### src/rtl/flowctl_pkg.sv
// Shared constants for the flow-control unit: command bit positions.
// Assumes the command bus is one-hot, one bit per command kind.
package flowctl_pkg;
    localparam int CMD_W  = 5;
    localparam int C_STEP = 0;
    localparam int C_JUMP = 1;
    localparam int C_CALL = 2;
    localparam int C_RET  = 3;
    localparam int C_RSTV = 4;

    typedef struct packed {
        logic adv;   // counter <= counter + len
        logic load;  // counter <= operand target
        logic push;  // save counter + len
        logic pop;   // counter <= top of stack
        logic vect;  // counter <= vec * 8
    } act_t;
endpackage

### src/rtl/flowctl_decode.sv
// Turns the one-hot command and the condition into action strobes.
// Assumes nothing about the inputs: a bus that is not one-hot gives no action.
module flowctl_decode
    import flowctl_pkg::*;
(
    input  logic [CMD_W-1:0] cmd_i,
    input  logic             is_cond_i,
    input  logic             cond_true_i,
    output act_t             act_o
);
    logic legal;
    logic taken;
    logic branchy;

    // Resolve legality, the condition, and the resulting action set
    always_comb begin
        legal   = ($countones(cmd_i) == 1);
        taken   = !is_cond_i || cond_true_i;
        branchy = cmd_i[C_JUMP] || cmd_i[C_CALL] || cmd_i[C_RET];
        act_o.adv  = legal && (cmd_i[C_STEP] || (branchy && !taken));
        act_o.load = legal && (cmd_i[C_JUMP] || cmd_i[C_CALL]) && taken;
        act_o.push = legal && ((cmd_i[C_CALL] && taken) || cmd_i[C_RSTV]);
        act_o.pop  = legal && cmd_i[C_RET] && taken;
        act_o.vect = legal && cmd_i[C_RSTV];
    end
endmodule

### src/rtl/flowctl_ras.sv
// Circular return-address stack of DEPTH entries with a sticky error flag.
// Assumes push and pop are never asserted in the same cycle.
module flowctl_ras #(
    parameter int DEPTH = 7,
    parameter int AW    = 14
) (
    input  logic          clk,
    input  logic          rst_n,
    input  logic          push_i,
    input  logic          pop_i,
    input  logic [AW-1:0] wdata_i,
    output logic [AW-1:0] rdata_o,
    output logic          err_o
);
    localparam int PW = (DEPTH > 1) ? $clog2(DEPTH) : 1;
    localparam int CW = $clog2(DEPTH + 1);
    localparam logic [PW-1:0] LAST = PW'(DEPTH - 1);
    localparam logic [CW-1:0] FULL = CW'(DEPTH);

    logic [AW-1:0] mem_q [DEPTH];
    logic [PW-1:0] ptr_q;
    logic [PW-1:0] ptr_inc;
    logic [PW-1:0] ptr_dec;
    logic [CW-1:0] cnt_q;
    logic          err_q;

    // Neighbouring pointer positions with wrap-around
    always_comb begin
        ptr_inc = (ptr_q == LAST) ? '0 : ptr_q + PW'(1);
        ptr_dec = (ptr_q == '0) ? LAST : ptr_q - PW'(1);
        rdata_o = mem_q[ptr_dec];
    end

    // Entry storage, one register slot per stack position
    for (genvar g = 0; g < DEPTH; g++) begin : g_slot
        always_ff @(posedge clk) begin
            if (!rst_n)
                mem_q[g] <= '0;
            else if (push_i && ptr_q == PW'(g))
                mem_q[g] <= wdata_i;
        end
    end

    // Pointer, occupancy and sticky error tracking
    always_ff @(posedge clk) begin
        if (!rst_n) begin
            ptr_q <= '0;
            cnt_q <= '0;
            err_q <= 1'b0;
        end else if (push_i) begin
            ptr_q <= ptr_inc;
            if (cnt_q == FULL) err_q <= 1'b1;
            else               cnt_q <= cnt_q + CW'(1);
        end else if (pop_i) begin
            ptr_q <= ptr_dec;
            if (cnt_q == '0) err_q <= 1'b1;
            else             cnt_q <= cnt_q - CW'(1);
        end
    end

    assign err_o = err_q;
endmodule

### src/rtl/flowctl_unit.sv
// Program counter with jump, call, return and restart-vector handling.
// Assumes len_i gives the full byte length of the instruction being executed.
module flowctl_unit
    import flowctl_pkg::*;
#(
    parameter int PC_W  = 14,
    parameter int DEPTH = 7
) (
    input  logic             clk,
    input  logic             rst_n,
    input  logic [CMD_W-1:0] cmd_i,
    input  logic             is_cond_i,
    input  logic             cond_true_i,
    input  logic [1:0]       len_i,
    input  logic [7:0]       opd_lo_i,
    input  logic [7:0]       opd_hi_i,
    input  logic [2:0]       vec_i,
    output logic [PC_W-1:0]  pc_o,
    output logic             stk_err_o
);
    act_t            act;
    logic [PC_W-1:0] pc_q;
    logic [PC_W-1:0] seq_addr;
    logic [PC_W-1:0] tgt_addr;
    logic [PC_W-1:0] vec_addr;
    logic [PC_W-1:0] pop_addr;
    logic [15:0]     opd_word;

    flowctl_decode u_dec (
        .cmd_i       (cmd_i),
        .is_cond_i   (is_cond_i),
        .cond_true_i (cond_true_i),
        .act_o       (act)
    );

    flowctl_ras #(.DEPTH(DEPTH), .AW(PC_W)) u_ras (
        .clk     (clk),
        .rst_n   (rst_n),
        .push_i  (act.push),
        .pop_i   (act.pop),
        .wdata_i (seq_addr),
        .rdata_o (pop_addr),
        .err_o   (stk_err_o)
    );

    // Candidate next addresses
    always_comb begin
        opd_word = {opd_hi_i, opd_lo_i};
        seq_addr = pc_q + PC_W'(len_i);
        tgt_addr = opd_word[PC_W-1:0];
        vec_addr = PC_W'({vec_i, 3'b000});
    end

    // Counter update, one action at most per cycle
    always_ff @(posedge clk) begin
        if (!rst_n)        pc_q <= '0;
        else if (act.adv)  pc_q <= seq_addr;
        else if (act.load) pc_q <= tgt_addr;
        else if (act.pop)  pc_q <= pop_addr;
        else if (act.vect) pc_q <= vec_addr;
    end

    assign pc_o = pc_q;
endmodule

### config.mk
export PLATFORM = sky130hd
export DESIGN_NAME = flowctl_unit
export DESIGN_NICKNAME = d
export VERILOG_FILES = /design/src/rtl/flowctl_pkg.sv /design/src/rtl/flowctl_decode.sv /design/src/rtl/flowctl_ras.sv /design/src/rtl/flowctl_unit.sv
export SDC_FILE = /design/constraint.sdc
export NUM_CORES = 1
export LEC_CHECK = 0
export ABC_AREA = 1
export CAP_MARGIN = 15
export CORE_MARGIN = 2
export CORE_UTILIZATION = 50
export DETAILED_ROUTE_END_ITERATION = 8
export PLACE_DENSITY_LB_ADDON = 0.05
export SETUP_SLACK_MARGIN = 0.05
export SLEW_MARGIN = 5
export SYNTH_ARGS = -nofsm -noshare
export SYNTH_HDL_FRONTEND = slang
export SYNTH_HIERARCHICAL = 1
export SYNTH_SLANG_ARGS = --single-unit
### constraint.sdc
create_clock -name clk -period 11.8 [get_ports clk]
set_clock_uncertainty 0.15 [all_clocks]
set_input_delay 1.77 -clock clk [delete_from_list [all_inputs] [get_ports clk]]
set_output_delay 1.77 -clock clk [all_outputs]
set_load 0.02 [all_outputs]
==> qor.csv <==
metric;value;unit
status;finished clean;
path_clk_slew;50;ps
ant_nets;0;
fin_cells;1073;
syn_inst;854;
p_switching;518;uW
p_leak;0.00337;uW
relSlewSlack;0.445;
grt_max_degree;47;
dp.final_hpwl;11.2;mm
synthToLayoutAreaGrowth;15.7;%
gr-max-usage-layer;met2;
drt_first_pass_iters;5;
wl;17.0;mm
p_sw_frac;0.347;
rows;42;
whs;303;ps
die_x;120;um
drcViolationCount;0;
crit_path_max_fanout;14;
yosysUniqueCellTypes;35;
drt-initial-drc-count;384;
dieArea;14500;sq um
h-tree-depth;4;
hold_class;flip-flop to flip-flop;
synth_area_leaders;edfxtp_1, nand2_1, nand3_1, inv_1, nor2_1;
combPwrFrac;0.299;
coreArea;13200;sq um
rsz0062_at_grt;false;
avgRoutedWirePerCell;15.9;um
path_class;input port to flip-flop;
ios;45;
ys.flop_type;edfxtp_1;
portBuffers;42;
fin_nets;927;
syn_avg_cell_area;7.92;sq um
n_antenna_cell;0;
ys_ff_latch;119;
final_max_slew_viol_count;0;
seq_area_frac_synth;0.497;
synth_nets;897;
clk_latency;410;ps
use_met1;0.312;
setup_viol;0;
use_met3;0.0396;
ir_drop;0.111;mV
gr-total-overflow;0;
synth_top_area_frac;0.435;
required;11680;ps
grt_use_total;0.245;
utilization;0.591;
seq_area;3360;sq um
place_inst;1041;
postCtsSetupBuffers;0;
cts-hold-fix-buffers;0;
antenna_found_initial;0;
critical_path.startpoint;cmd_i[0];
fmax;173;MHz
synth-edff-count;98;
fin_crit_sh;0.490;
p_int;975;uW
cts_made_buffers;17;
final_cell_mix;nand2_1, inv_1, nor2_1;
r2r-start;u_ras/ptr_q[1];
tightest_slew;830;ps
clkSinkCount;119;
crit_path_start_kind;input port;
vias;5641;
grt_pass1_wl;27.1;mm
synth-async-reset-ratio;0;
p_per_area;191;nW/um^2
num-fill-cells;1229;
finalHoldViolations;0;
synth_top_cell_by_area;edfxtp_1;
clockPowerShare;0.352;
yosys_warnings;6;
max_cap_viol_count;0;
cts_tree;done;
cp.arrival;5660;ps
first_global_vias;5332;
routed_via_density;5.26;
crit_path_end_kind;flip-flop;
cts-root-buf;clkbuf_16;
min_period;5780;ps
die_y;120;um
tns;0;ps
multiInputGateArea;2640;sq um
layout-drive-gt1-share;0.0691;
cts_resized;0;
netlist_area;6770;sq um
seqPwrFrac;0.349;
final_common_cell;nand2_1;
clk_path_buf_depth;2;
hold_start;u_ras/err_o;
met2_usage;0.424;
start_util;0.511;
gp_congestion;0.865;
-- registers in the layout, indices dropped and copies added (netlist names) --
| signal | cells |
|---|---|
| pc_o | 14 |
| u_ras/cnt_q | 3 |
| u_ras/err_o | 1 |
| u_ras/mem_q | 98 |
| u_ras/ptr_q | 3 |
-- final cells by class --
| class | instances | area share |
|---|---|---|
| flip-flops and latches | 119 | 0.429 |
| clock buffers | 21 | 0.0562 |
| clock inverters | 11 | 0.0198 |
| well taps | 176 | 0.0281 |
| multi-input cells | 555 | 0.337 |
| repair buffers | 51 | 0.0623 |
| inverters | 140 | 0.0671 |
-- path summary, 6_finish.rpt --
| path | slack [ps] | endpoint | depth (start not counted) |
|---|---|---|---|
| worst max register to register | 8740 | pc_o[13] | 13 |
| worst min-delay path | 300 | u_ras/err_o | 2 |
| worst max-delay path | 6020 | u_ras/mem_q[2][10] | 13 |
| worst min register to register | 300 | u_ras/err_o | 2 |
-- cells in the mapped netlist (2+ instances only) --
master,n
a21oi_1,30
a31oi_1,4
and2_1,4
buf_2,16
buf_4,6
buf_6,7
clkbuf_1,9
dfxtp_1,21
edfxtp_1,98
fa_1,4
ha_1,9
inv_1,133
inv_2,6
nand2_1,203
nand2_2,8
nand2_4,2
nand3_1,111
nand4_1,10
nor2_1,123
nor2_2,4
nor2_4,2
nor3_1,2
o21ai_0,25
o21bai_1,3
xnor2_1,2
xnor2_2,2
xor2_1,2
-- layer usage --
layer  routed length [um]  share of wire
met5                    0              0
met4                  343          0.020
met3                  829          0.049
met2                 8430           0.49
met1                 7430           0.44
-- kinds of logic after synthesis --
| kind of cell | count (synthesis) | share of synthesized area |
|---|---|---|
| DFF | 119 | 0.497 |
| xor gates and xnor gates | 6 | 0.00999 |
| AOI/OAI and AO/OA | 65 | 0.0512 |
| adders and majority gates | 13 | 0.0285 |
| buffers and inverters | 180 | 0.114 |
| and+or+nand+nor | 471 | 0.299 |
-- power groups by stage --
stage                     sequential, uW  combinational, uW  clock, uW
final                                521                446        525
after global routing                 525                496        549
after CTS                            521                448        531
after detailed placement             529                446          0
after global placement               527                439          0
after floorplan                      537                313          0
-- worst max-delay path: stages --
cell and delay (ps):
clkdlybuf4s50_1 450, inv_1 60, fa_1 500, fa_1 390
inv_1 80, ha_1 240, nor2_2 120, nand2_2 90
a21oi_1 600, inv_1 410, nor2_2 270, nand2_1 80
nand2_1 600
-- stage by stage --
| stage | worst slack, ps | total power (uW) | instance area (sq um) |
|---|---|---|---|
| floorplan | 6440 | 850 | 6770 |
| global placement | 5770 | 966 | 7240 |
| detailed placement | 5610 | 974 | 7240 |
| CTS | 6030 | 1500 | 7830 |
| global route | 5700 | 1570 | 7830 |
| finish | 6020 | 1490 | 7830 |
Power figures use the tool's default switching activity.
